## config.mk

```make
export PLATFORM = sky130hd
export DESIGN_NAME = pcm_frame_port
export DESIGN_NICKNAME = d
export VERILOG_FILES = /design/src/rtl/pcm_port_pkg.sv /design/src/rtl/pcm_sync_edge.sv /design/src/rtl/pcm_stall_mon.sv /design/src/rtl/pcm_tx_shift.sv /design/src/rtl/pcm_rx_shift.sv /design/src/rtl/pcm_frame_port.sv
export SDC_FILE = /design/constraint.sdc
export NUM_CORES = 1
export LEC_CHECK = 0
export BUFFER_PORTS_ARGS = -buffer_cell sky130_fd_sc_hd__buf_2
export CORE_MARGIN = 2
export CORE_UTILIZATION = 38
export CTS_CLUSTER_DIAMETER = 150
export CTS_CLUSTER_SIZE = 40
export DETAILED_ROUTE_END_ITERATION = 10
export GPL_TIMING_DRIVEN = 0
export PLACE_DENSITY = 0.58
export REMOVE_ABC_BUFFERS = 1
export SETUP_SLACK_MARGIN = 0.5
export SLEW_MARGIN = 20
export SYNTH_ARGS = -nofsm -noshare
export SYNTH_HDL_FRONTEND = slang
export SYNTH_SLANG_ARGS = --single-unit
```

## constraint.sdc

```tcl
create_clock -name clk -period 3.1 [get_ports clk]
set_input_delay 0.62 -clock clk [delete_from_list [all_inputs] [get_ports clk]]
set_output_delay 0.62 -clock clk [all_outputs]
set_load 0.01 [all_outputs]
```

## src/rtl/pcm_port_pkg.sv

```systemverilog
// Package: shared widths, channel indices and byte type for the PCM frame port.
// Assumes an 8-bit sample; the channel indices fix the order of the synchroniser bus.
package pcm_port_pkg;
    localparam int BYTE_W  = 8;
    localparam int CNT_W   = $clog2(BYTE_W);
    localparam int NUM_CH  = 5;
    localparam int CH_BCLK = 0;
    localparam int CH_TXS  = 1;
    localparam int CH_RXS  = 2;
    localparam int CH_SDIN = 3;
    localparam int CH_PDN  = 4;
    localparam int NUM_WATCH = 2;

    typedef logic [BYTE_W-1:0] pcm_byte_t;
endpackage

```

## src/rtl/pcm_sync_edge.sv

```systemverilog
// Module: multi-bit synchroniser with rise/fall detection.
// Every channel has the same depth, so signals that change together on the
// pins are seen together inside. Assumes inputs are slower than clk.
module pcm_sync_edge #(
    parameter int WIDTH  = 5,
    parameter int STAGES = 2
) (
    input  logic             clk,
    input  logic             rst_n,
    input  logic [WIDTH-1:0] async_in,
    output logic [WIDTH-1:0] level,
    output logic [WIDTH-1:0] rise,
    output logic [WIDTH-1:0] fall
);
    genvar ch;
    generate
        for (ch = 0; ch < WIDTH; ch++) begin : g_ch
            logic [STAGES-1:0] chain;
            logic              prev;

            // Shift the pin value through the synchroniser stages.
            always_ff @(posedge clk) begin
                if (!rst_n) chain <= '0;
                else        chain <= {chain[STAGES-2:0], async_in[ch]};
            end

            // Hold the previous synchronised level for edge detection.
            always_ff @(posedge clk) begin
                if (!rst_n) prev <= 1'b0;
                else        prev <= chain[STAGES-1];
            end

            assign level[ch] = chain[STAGES-1];
            assign rise[ch]  = chain[STAGES-1] & ~prev;
            assign fall[ch]  = ~chain[STAGES-1] & prev;
        end
    endgenerate
endmodule

```

## src/rtl/pcm_stall_mon.sv

```systemverilog
// Module: per-signal inactivity timers. A channel counts system cycles since
// its last edge and saturates at LIMIT. The stall flag is released in the
// very cycle an edge appears, so that edge can already start a transfer.
module pcm_stall_mon #(
    parameter int N     = 2,
    parameter int LIMIT = 8192
) (
    input  logic         clk,
    input  logic         rst_n,
    input  logic [N-1:0] edge_seen,
    output logic         stalled
);
    localparam int CW = $clog2(LIMIT + 1);

    logic [N-1:0] chan_stall;

    genvar w;
    generate
        for (w = 0; w < N; w++) begin : g_watch
            logic [CW-1:0] idle_cnt;

            // Count idle cycles; restart on an edge, stop at the limit.
            always_ff @(posedge clk) begin
                if (!rst_n)                        idle_cnt <= '0;
                else if (edge_seen[w])             idle_cnt <= '0;
                else if (idle_cnt != CW'(LIMIT))   idle_cnt <= idle_cnt + 1'b1;
            end

            assign chan_stall[w] = (idle_cnt == CW'(LIMIT)) && !edge_seen[w];
        end
    endgenerate

    assign stalled = |chan_stall;
endmodule

```

## src/rtl/pcm_tx_shift.sv

```systemverilog
// Module: transmit shifter. Loads the byte on a frame-sync rise and drives
// bit 7 at once. Each later bit-clock rise moves to the next bit, but only
// after a bit-clock fall has been seen since the last move, so a sync that
// lands a system cycle ahead of its bit-clock rise cannot skip a bit.
module pcm_tx_shift
    import pcm_port_pkg::*;
(
    input  logic      clk,
    input  logic      rst_n,
    input  logic      active,
    input  logic      sync_rise,
    input  logic      bclk_rise,
    input  logic      bclk_fall,
    input  pcm_byte_t load_byte,
    output logic      out_bit,
    output logic      out_en
);
    pcm_byte_t        shreg;
    logic [CNT_W-1:0] pos;
    logic             half_seen;

    // Frame control: load on sync, shift on qualified bit-clock rises.
    always_ff @(posedge clk) begin
        if (!rst_n) begin
            shreg     <= '0;
            pos       <= '0;
            half_seen <= 1'b0;
            out_en    <= 1'b0;
        end else if (!active) begin
            pos       <= '0;
            half_seen <= 1'b0;
            out_en    <= 1'b0;
        end else if (sync_rise) begin
            shreg     <= load_byte;
            pos       <= '0;
            half_seen <= 1'b0;
            out_en    <= 1'b1;
        end else if (out_en) begin
            if (bclk_fall) half_seen <= 1'b1;
            if (bclk_rise && half_seen) begin
                half_seen <= 1'b0;
                if (pos == CNT_W'(BYTE_W - 1)) begin
                    out_en <= 1'b0;
                end else begin
                    pos   <= pos + 1'b1;
                    shreg <= {shreg[BYTE_W-2:0], 1'b0};
                end
            end
        end
    end

    assign out_bit = shreg[BYTE_W-1];
endmodule

```

## src/rtl/pcm_rx_shift.sv

```systemverilog
// Module: receive shifter. A frame-sync rise arms it and clears the bit
// count, dropping any partial byte. Each bit-clock fall shifts in one bit;
// the eighth publishes the byte with a one-cycle valid and disarms.
module pcm_rx_shift
    import pcm_port_pkg::*;
(
    input  logic      clk,
    input  logic      rst_n,
    input  logic      active,
    input  logic      sync_rise,
    input  logic      bclk_fall,
    input  logic      din,
    output pcm_byte_t byte_q,
    output logic      valid
);
    pcm_byte_t        shreg;
    logic [CNT_W-1:0] cnt;
    logic             busy;

    // Bit collection and byte hand-off.
    always_ff @(posedge clk) begin
        if (!rst_n) begin
            shreg  <= '0;
            cnt    <= '0;
            busy   <= 1'b0;
            byte_q <= '0;
            valid  <= 1'b0;
        end else begin
            valid <= 1'b0;
            if (!active) begin
                busy <= 1'b0;
                cnt  <= '0;
            end else if (sync_rise) begin
                busy <= 1'b1;
                cnt  <= '0;
            end else if (busy && bclk_fall) begin
                shreg <= {shreg[BYTE_W-2:0], din};
                cnt   <= cnt + 1'b1;
                if (cnt == CNT_W'(BYTE_W - 1)) begin
                    byte_q <= {shreg[BYTE_W-2:0], din};
                    valid  <= 1'b1;
                    busy   <= 1'b0;
                end
            end
        end
    end
endmodule

```

## src/rtl/pcm_frame_port.sv

```systemverilog
// Module: PCM serial frame port top. Synchronises the pins, watches for a
// stalled bit clock or transmit sync, and runs the transmit and receive
// shifters only while powered up and not stalled. Assumes clk is at least
// eight times faster than the bit clock.
module pcm_frame_port
    import pcm_port_pkg::*;
#(
    parameter int SYNC_STAGES  = 2,
    parameter int STALL_CYCLES = 8192
) (
    input  logic             clk,
    input  logic             rst_n,
    input  logic             bclk_in,
    input  logic             tx_sync_in,
    input  logic             rx_sync_in,
    input  logic             ser_in,
    input  logic             pwr_dn_n,
    input  logic [BYTE_W-1:0] tx_byte,
    output logic             ser_out,
    output logic             ser_oe,
    output logic [BYTE_W-1:0] rx_byte,
    output logic             rx_valid,
    output logic             pwr_save
);
    logic [NUM_CH-1:0]    pins, lvl, rise, fall;
    logic [NUM_WATCH-1:0] watch_edges;
    logic bclk_rise, bclk_fall, tx_sync_rise, rx_sync_rise;
    logic run_en, stalled, tx_bit, tx_en;

    assign pins[CH_BCLK] = bclk_in;
    assign pins[CH_TXS]  = tx_sync_in;
    assign pins[CH_RXS]  = rx_sync_in;
    assign pins[CH_SDIN] = ser_in;
    assign pins[CH_PDN]  = pwr_dn_n;

    pcm_sync_edge #(.WIDTH(NUM_CH), .STAGES(SYNC_STAGES)) u_sync (
        .clk(clk), .rst_n(rst_n), .async_in(pins),
        .level(lvl), .rise(rise), .fall(fall)
    );

    assign bclk_rise    = rise[CH_BCLK];
    assign bclk_fall    = fall[CH_BCLK];
    assign tx_sync_rise = rise[CH_TXS];
    assign rx_sync_rise = rise[CH_RXS];

    logic unused_sync_bits;
    assign unused_sync_bits = ^{lvl[CH_BCLK], lvl[CH_TXS], lvl[CH_RXS],
                                fall[CH_RXS], rise[CH_SDIN], fall[CH_SDIN],
                                rise[CH_PDN], fall[CH_PDN]};

    assign watch_edges[0] = bclk_rise | bclk_fall;
    assign watch_edges[1] = tx_sync_rise | fall[CH_TXS];

    pcm_stall_mon #(.N(NUM_WATCH), .LIMIT(STALL_CYCLES)) u_stall (
        .clk(clk), .rst_n(rst_n), .edge_seen(watch_edges), .stalled(stalled)
    );

    assign run_en   = lvl[CH_PDN] && !stalled;
    assign pwr_save = stalled;

    pcm_tx_shift u_tx (
        .clk(clk), .rst_n(rst_n), .active(run_en), .sync_rise(tx_sync_rise),
        .bclk_rise(bclk_rise), .bclk_fall(bclk_fall), .load_byte(tx_byte),
        .out_bit(tx_bit), .out_en(tx_en)
    );

    pcm_rx_shift u_rx (
        .clk(clk), .rst_n(rst_n), .active(run_en), .sync_rise(rx_sync_rise),
        .bclk_fall(bclk_fall), .din(lvl[CH_SDIN]),
        .byte_q(rx_byte), .valid(rx_valid)
    );

    assign ser_oe  = tx_en;
    assign ser_out = tx_en ? tx_bit : 1'b1;
endmodule

```

======== Yosys cells after proc, flatten, opt, wreduce, memory -nomap -nowiden ========
Cells that the tools add are included.
storage, ports and cells
  input port bits ......................... 15
  bits in registers ....................... 74
cells by class
  add/subtract/negate cells ............... 4
  reduce and logical (&&, ||, !) cells .... 26
  bitwise logic cells ..................... 17
  equal/unequal tests ..................... 7
  mux-type cells .......................... 15
operators with widths
  operator                                                         count
  8-bit 2-to-1 mux                                                 4
  14-bit by 1-bit adder with 14-bit output, second input constant  2
  14-bit == test, second input constant                            2
  14-bit inequality test, second input constant                    2
  1-bit 2-to-1 mux                                                 11
  1-bit inverter                                                   10
  2-bit nonzero test                                               5
  4-bit AND reduction                                              2
  3-bit by 1-bit adder with 3-bit output, second input constant    2
  3-bit == test, second input constant                             2
  2-bit AND reduction                                              3
  3-bit AND reduction                                              2
  2-bit OR reduction                                               3
  3-bit OR reduction                                               2
  1-bit bitwise AND                                                5
  1-bit logical AND                                                5
  4-bit OR reduction                                               1
  1-bit zero test                                                  3
  2-bit inequality test, second input constant                     1
  1-bit OR                                                         2

======== Logic depth before layout (Yosys ltp) ========
Gate-level depths: netlist of the first run.
  word-level depth ........................ 10
  depth in mapped cells ................... 9
  gate-level depth less buffers ........... 7

======== Cells and area by module ========
Synthesis of the first run repeated with hierarchy kept, for this count alone.
second synthesis, totals
  cells, all modules ...................... 378
  area, all modules ....................... 3452.1 µm²
modules (own cells, without submodules)
  module          area an instance (µm²)  cells each  times used
  pcm_stall_mon   1373.8                  153         1
  pcm_rx_shift    828.3                   92          1
  pcm_tx_shift    705.7                   83          1
  pcm_sync_edge   519.2                   46          1
  pcm_frame_port  25.0                    4           1

======== Least setup slack after synthesis of the first run ========
OpenSTA, ideal clock, no wires.
  kind .................................... register to output
  start ................................... register u_sync.g_ch[0].chain[1]
  end ..................................... output port pwr_save
  slack ................................... 1272 ps
  data required time ...................... 2480 ps
  buffers on the path ..................... 0
  arrival ................................. 1208 ps
  cell stages (with the launch flop) ...... 6
  cell sequence ........................... dfxtp_1 > inv_1 > ha_1 > nor4bb_1 > nand4_2 > nand2_4
between the ends
  word-level cells in the longest chain between the ends .. 6
  elaborated cells on any way between the ends .. 7
  classes of those cells .................. 4 x bitwise; 3 x reduce/logical
ends and longest elaborated chain
  item                    line                  RTL
  start, declared         pcm_sync_edge.sv:18   logic [STAGES-1:0] chain;
  start signal, assigned  pcm_sync_edge.sv:24   else chain <= {chain[STAGES-2:0], async_in[ch]};
  1-bit inverter          pcm_sync_edge.sv:35   assign fall[ch] = ~chain[STAGES-1] & prev;
  1-bit bitwise AND       pcm_sync_edge.sv:35
  1-bit OR *              pcm_frame_port.sv:51  assign watch_edges[0] = bclk_rise | bclk_fall;
  1-bit zero test *       pcm_stall_mon.sv:29   assign chan_stall[w] = (idle_cnt == CW'(LIMIT)) && !edge_seen[w];
  1-bit logical AND *     pcm_stall_mon.sv:29
  2-bit OR reduction *    pcm_stall_mon.sv:33   assign stalled = |chan_stall;
  end, declared           pcm_frame_port.sv:23  output logic pwr_save
Every way passes the cells marked *; elsewhere a longest branch is shown, timed or not.

======== Worst setup path in the final report of the first run ========
Same ends and word-level chain as after synthesis.

==> impl_metrics.env, run 1 <==
export IMPL_required_ns=2.48
export IMPL_ir_drop_mv=0.213
export IMPL_syn_area_per_cell_sq_um=9.19
export IMPL_grt_ovfl_total=0
export IMPL_netlist_area_sq_um=3110
export IMPL_fin_worst_skew_ns=0.0113
export IMPL_worst_path_buf_inv=2
export IMPL_route_met3_wl_um=163
export IMPL_max_cap_viol_count=0
export IMPL_power_density_nw_per_um2=550
export IMPL_routabilityCongestion=0.787
export IMPL_grt_pass1_wl_mm=9.51
export IMPL_route_detailed_drc=0
export IMPL_stdcell_count=473
export IMPL_worstSetupPathType="flop to output pin"
export IMPL_setup_tns_ns=0
export IMPL_nNetsFinal=389
export IMPL_yosysUniqueCellTypes=37
export IMPL_clk_pin_slew_ns=0.07
export IMPL_final_fill_count=834
export IMPL_die_w_um=94.5
export IMPL_wl_mm=5.33
export IMPL_crit_family="simple AND/OR/NAND/NOR gates"
export IMPL_hold_slack_ns=0.434
export IMPL_cts_buffer_depth=2
export IMPL_hpwl_mm=3.65
export IMPL_min_period_over_period_pct=78.4
export IMPL_post_cts_buffers=0
export IMPL_path_max_fanout=3
export IMPL_placement_io_buffers=26
export IMPL_yosys_warnings=0
export IMPL_first_global_vias=2121
export IMPL_drv_slew=0
export IMPL_cts_resized=0
export IMPL_arrival_ns=1.81
export IMPL_fmax_mhz=411
export IMPL_worstHoldPathType="flop to flop"
export IMPL_worstMarginPinSlew_ns=0.738
export IMPL_p_sw_share_pct=21.6
export IMPL_highest_layer="met4"
export IMPL_endpoint_kind="output pin"
export IMPL_cts_root_buf="clkbuf_8"
export IMPL_synth_top_area_cell="dfxtp_1"
export IMPL_rows=33
export IMPL_first_pass_iters=4
export IMPL_antenna_found_initial=0
export IMPL_area_growth_pct=14.6
export IMPL_setup_viol=0
export IMPL_cts_made_buffers=9
export IMPL_p_leak_nw=1.40
export IMPL_die_h_um=94.5
export IMPL_grt_total_usage_pct=13.5
export IMPL_period_needed_ns=2.43
export IMPL_met2_length_mm=2.48
export IMPL_wl_met1_mm=2.62
export IMPL_rsz0062_at_grt="false"
export IMPL_drt_initial_drc_count=99
export IMPL_slowest_stage="dfxtp_1"
export IMPL_hold_viol=0
export IMPL_synth_top_area_share_pct=47.6
export IMPL_insertion_delay_ns=0.34
export IMPL_seq_power_share_pct=49.6
export IMPL_clock_sinks=74
export IMPL_ios=27
export IMPL_drive_gt1_share_pct=14.9
export IMPL_ys_ff_latch=74
export IMPL_cts_tree="built"
export IMPL_final_core_util_pct=44.1
export IMPL_clkPwrFrac_pct=46.7
export IMPL_synthCells=339
export IMPL_slew_headroom_pct=50.8
export IMPL_holdBufCountCts=0
export IMPL_synth_area_leaders="dfxtp_1 (48%), mux2i_1 (5.5%), nand2_1 (4.8%)"
export IMPL_vias=2295
export IMPL_cts_max_level=3
export IMPL_core_area_sq_um=8090
export IMPL_diodes=0
export IMPL_internal_power_mw=1.54
export IMPL_die_area_sq_um=8940
export IMPL_viasPerCell=4.85
export IMPL_status="finished clean"
export IMPL_switchingPower_uw=423
export IMPL_critical_path_max_stage_delay_ns=0.36
export IMPL_dp_cells=457
export IMPL_seq_area_frac_synth_pct=47.6
export IMPL_worstPathCellList="inv_1 > ha_1 > nor4bb_1 > nand4_2 > nand2_4 > buf_2"
export IMPL_initial_utilization_pct=38.5
export IMPL_pwr_share_comb_pct=3.7
export IMPL_wl_per_cell_um=11.3
export IMPL_grt_max_degree=48
export IMPL_crit_path_start_kind="flop"
export IMPL_ant_nets=0
==> cells in the final DEF (no fill, tap or decap), drive strengths merged, types with 5 or more instances in the layout <==
cell type | synthesis | routed
xor2 | 14 | 14
mux2i | 17 | 17
mux2 | 7 | 7
or3 | 7 | 7
buf | 5 | 26
xnor2 | 5 | 5
inv | 10 | 12
nand2 | 41 | 41
nor2 | 35 | 35
and2 | 13 | 13
a21oi | 16 | 16
dfxtp | 74 | 74
nand3 | 23 | 23
nand4 | 10 | 10
o21ai | 14 | 14
ha | 11 | 11
clkbuf | 8 | 9
==> kinds of logic after synthesis <==
family                   Yosys count  share of synthesized area, %
adder cells (fa/ha/maj)           11                          4.42
buffers and inverters             23                          3.01
XOR/XNOR                          19                          5.34
AND/OR/NAND/NOR                  158                          26.8
AO/OA/AOI/OAI                     30                          4.82
flip-flops                        74                          47.6
multiplexers                      24                          8.00
==> registers in the layout, summed over array words and instances, names as in the netlist <==
| name | count |
|---|---|
| u_rx.busy | 1 |
| u_rx.byte_q | 8 |
| u_rx.cnt | 3 |
| u_rx.shreg | 7 |
| u_rx.valid | 1 |
| u_stall.g_watch.idle_cnt | 28 |
| u_sync.g_ch.chain | 10 |
| u_sync.g_ch.prev | 3 |
| u_tx.half_seen | 1 |
| u_tx.out_en | 1 |
| u_tx.pos | 3 |
| u_tx.shreg | 8 |
==> layer usage <==
layer  GRT usage (%)  vias to the layer above
met4            4.71                        0
met5               0                        -
met1            16.9                     1062
met2            21.4                       26
met3            5.03                        7
li1                -                     1200
==> per-stage QoR <==
step / area, sq um / worst slack [ns] / power [mW]
after floorplan: 3060 / 1.27 / 1.04
after global placement: 3320 / 0.909 / 1.07
after detailed placement: 3320 / 0.899 / 1.07
after CTS: 3570 / 0.615 / 2.00
after global routing: 3570 / 0.523 / 2.04
final: 3570 / 0.668 / 1.96
==> final timing paths <==
path	from	end	slack (ns)	cells past startpoint
setup / recovery	u_sync.g_ch[0].chain[1]$_SDFF_PN0_	pwr_save	0.67	6
hold / removal	u_sync.g_ch[0].chain[0]$_SDFF_PN0_	u_sync.g_ch[0].chain[1]$_SDFF_PN0_	0.43	1
setup reg to reg	u_sync.g_ch[0].chain[1]$_SDFF_PN0_	u_rx.byte_q[0]$_SDFFE_PN0P_	1.04	7
hold reg to reg	u_sync.g_ch[0].chain[0]$_SDFF_PN0_	u_sync.g_ch[0].chain[1]$_SDFF_PN0_	0.43	1
==> cell type report <==
class,count,area (sq um),area share (%)
multi-input combinational,242,1540,43.1
sequential,74,1480,41.5
tap,105,131,3.68
timing repair buffer,26,130,3.65
clock inverter,7,125,3.51
clock buffer,9,124,3.47
inverter,10,37.5,1.05
==> power groups by stage <==
stage / clock (mW) / combinational [mW] / sequential (mW)
after global routing: 0.984 / 0.0838 / 0.976
after floorplan: 0 / 0.0460 / 0.993
final: 0.915 / 0.0725 / 0.973
after CTS: 0.948 / 0.0743 / 0.973
after detailed placement: 0 / 0.0738 / 0.996
after global placement: 0 / 0.0717 / 0.995
==> synthesized netlist by cell type, drive strengths merged <==
| library cell | n |
|---|---|
| a21oi | 16 |
| and2 | 13 |
| and3 | 2 |
| and3b | 1 |
| and4 | 3 |
| buf | 5 |
| clkbuf | 8 |
| dfxtp | 74 |
| ha | 11 |
| inv | 10 |
| mux2 | 7 |
| mux2i | 17 |
| nand2 | 41 |
| nand2b | 4 |
| nand3 | 23 |
| nand3b | 2 |
| nand4 | 10 |
| nand4b | 1 |
| nor2 | 35 |
| nor2b | 1 |
| nor3 | 4 |
| nor3b | 3 |
| nor4 | 3 |
| nor4b | 3 |
| nor4bb | 1 |
| o21ai | 14 |
| or2 | 1 |
| or3 | 7 |
| xnor2 | 5 |
| xor2 | 14 |
Note: power is estimated with default switching activity, not from simulation.
==> run 2, diff against run 1 <==
- clock period: 3.1 -> 2.5 ns (I/O delays scaled with it)
==> run 2 against run 1 <==
Combinational power grew 54%. Cell count grew 1.9%. Largest cell class unchanged. Clock power grew 23%. Highest routed layer unchanged. Die area is the same. Routed wire length grew 3.3%. Via count grew 1.6%.
==> impl_metrics.env, run 2 (synthesized netlist as in run 1, its figures left out) <==
export IMPL_stdcell_area_sq_um=3750
export IMPL_largest_reg_flops=28
export IMPL_path_max_fanout=2
export IMPL_endpoint_kind="output pin"
export IMPL_cts_max_level=3
export IMPL_grt_max_degree=48
export IMPL_reg2reg_depth=8
export IMPL_die_w_um=94.5
export IMPL_worstSetupPathType="flop to output pin"
export IMPL_clk_pin_slew_ns=0.08
export IMPL_dp_cells=457
export IMPL_first_pass_iters=4
export IMPL_required_ns=2.00
export IMPL_viasPerCell=4.84
export IMPL_holdBufCountCts=0
export IMPL_arrival_ns=1.56
export IMPL_wl_per_cell_um=11.4
export IMPL_die_area_sq_um=8940
export IMPL_status="finished clean"
export IMPL_initial_utilization_pct=38.5
export IMPL_ir_drop_mv=0.262
export IMPL_grt_ovfl_total=0
export IMPL_cts_buffer_depth=2
export IMPL_max_cap_viol_count=0
export IMPL_die_h_um=94.5
export IMPL_final_cell_mix="dfxtp_1 (71), nand2_1 (40), nor2_1 (35)"
export IMPL_crit_path_start="u_sync.g_ch[0].chain[1]$_SDFF_PN0_"
export IMPL_drv_slew=0
export IMPL_area_growth_pct=20.6
export IMPL_cts_made_buffers=9
export IMPL_setup_viol=0
export IMPL_fmax_mhz=486
export IMPL_hold_viol=0
export IMPL_rr_endpoint="u_rx.byte_q[0]$_SDFFE_PN0P_"
export IMPL_clock_sinks=74
export IMPL_r2r_start="u_sync.g_ch[1].prev$_SDFF_PN0_"
export IMPL_cts_root_buf="clkbuf_8"
export IMPL_rsz0062_at_grt="true"
export IMPL_crit_path_start_kind="flop"
export IMPL_nNetsFinal=398
export IMPL_min_period_over_period_pct=82.3
export IMPL_placed_area_sq_um=3320
export IMPL_rows=33
export IMPL_p_leak_nw=1.46
export IMPL_postLayoutSetupSlackWorst_ns=0.443
export IMPL_worstMarginPinSlew_ns=0.722
export IMPL_top_register="u_stall.g_watch.idle_cnt"
export IMPL_final_fill_count=807
export IMPL_power_mw=2.45
export IMPL_route_detailed_drc=0
export IMPL_drt_initial_drc_count=91
export IMPL_insertion_delay_ns=0.34
export IMPL_core_area_sq_um=8090
export IMPL_critPathCapture="pwr_save"
export IMPL_vias=2331
export IMPL_place_ws_ns=0.409
export IMPL_grt_total_usage_pct=13.9
export IMPL_stdcell_count=482
export IMPL_ios=27
export IMPL_ant_nets=0
export IMPL_first_global_vias=2163
export IMPL_diodes=0
export IMPL_setup_tns_ns=0
export IMPL_worstHoldPathType="input pin to flop"
export IMPL_fin_worst_skew_ns=0.0111
export IMPL_grt_pass1_wl_mm=9.78
export IMPL_placement_io_buffers=26
export IMPL_wl_mm=5.50
export IMPL_routabilityCongestion=0.787
export IMPL_slew_headroom_pct=51.9
export IMPL_period_needed_ns=2.06
export IMPL_r2r_slack_ns=0.61
export IMPL_drive_gt1_share_pct=20.7
export IMPL_hpwl_mm=3.65
export IMPL_antenna_found_initial=0
export IMPL_power_density_nw_per_um2=653
export IMPL_cts_tree="built"
export IMPL_reg_top3="u_stall.g_watch.idle_cnt x28, u_sync.g_ch.chain x10"
export IMPL_mostFrequentLayoutCell="dfxtp_1"
==> run 2: cell types whose count changed in the layout (fill, tap and decap cells not counted), moves of 2 or more <==
cell,change
ha_1,-2
dfxtp_1,-3
nor4b_4,+2
buf_4,+9
inv_1,-3
nor4_1,-2
dfxtp_2,+2
ha_4,+2
inv_2,+3
==> run 2: worst min path at each step <==
stage | start | slack, ns | cells past startpoint | end
2_1_floorplan | u_sync.g_ch[0].chain[0]$_SDFF_PN0_ | 0.41 | 1 | u_sync.g_ch[0].chain[1]$_SDFF_PN0_
3_3_place_gp | u_sync.g_ch[3].chain[0]$_SDFF_PN0_ | 0.41 | 1 | u_sync.g_ch[3].chain[1]$_SDFF_PN0_
3_5_place_dp | u_sync.g_ch[0].chain[0]$_SDFF_PN0_ | 0.42 | 1 | u_sync.g_ch[0].chain[1]$_SDFF_PN0_
4_1_cts | ser_in | 0.33 | 2 | u_sync.g_ch[3].chain[0]$_SDFF_PN0_
5_1_grt | ser_in | 0.34 | 2 | u_sync.g_ch[3].chain[0]$_SDFF_PN0_
6_report | tx_sync_in | 0.36 | 2 | u_sync.g_ch[1].chain[0]$_SDFF_PN0_
==> run 2: final cells by class <==
type | instances | area, sq um | area share (%)
Tap cell | 105 | 131 | 3.50
Sequential cell | 74 | 1490 | 39.6
Timing Repair Buffer | 35 | 204 | 5.43
Multi-Input combinational cell | 242 | 1650 | 43.8
Clock buffer | 9 | 124 | 3.30
Clock inverter | 7 | 125 | 3.33
Inverter | 10 | 37.5 | 1.00
==> run 2: per-layer routing <==
metal  share of wire (%)  vias up  global-route usage (%)
met5                   0        -                       0
met4                 1.2        0                    4.71
met3                 3.2        7                    5.03
met2                  47       29                    22.0
met1                  48     1074                    17.5
li1                    -     1221                       -
==> run 2: timing repair <==
action / CTS / global route
gates resized for setup: 10 / 13
buffers inserted: 5 / 4
endpoints found under the setup margin: 19 / 21
pin swaps: 5 / 5
hold endpoints to repair: 0 / 0
==> run 2: critical path: stages, from the launching register on <==
cell and delay, ns:
dfxtp_2 0.34, inv_2 0.05, ha_4 0.25, nor4bb_4 0.19
nand4_2 0.18, nand2_4 0.12, buf_6 0.10
==> run 2: power breakdown <==
part           internal (mW)  switching, mW
clock                  0.673          0.460
sequential              1.20         0.0121
combinational         0.0537         0.0580
total                   1.92          0.530
==> run 2: metrics by stage <==
stage / hold WS [ns] / utilization (%)
6_report: 0.359 / 46.4
5_1_grt: 0.342 / 46.4
4_1_cts: 0.332 / 45.4
3_5_place_dp: 0.417 / 41.0
3_3_place_gp: 0.415 / 41.0
2_1_floorplan: 0.412 / -
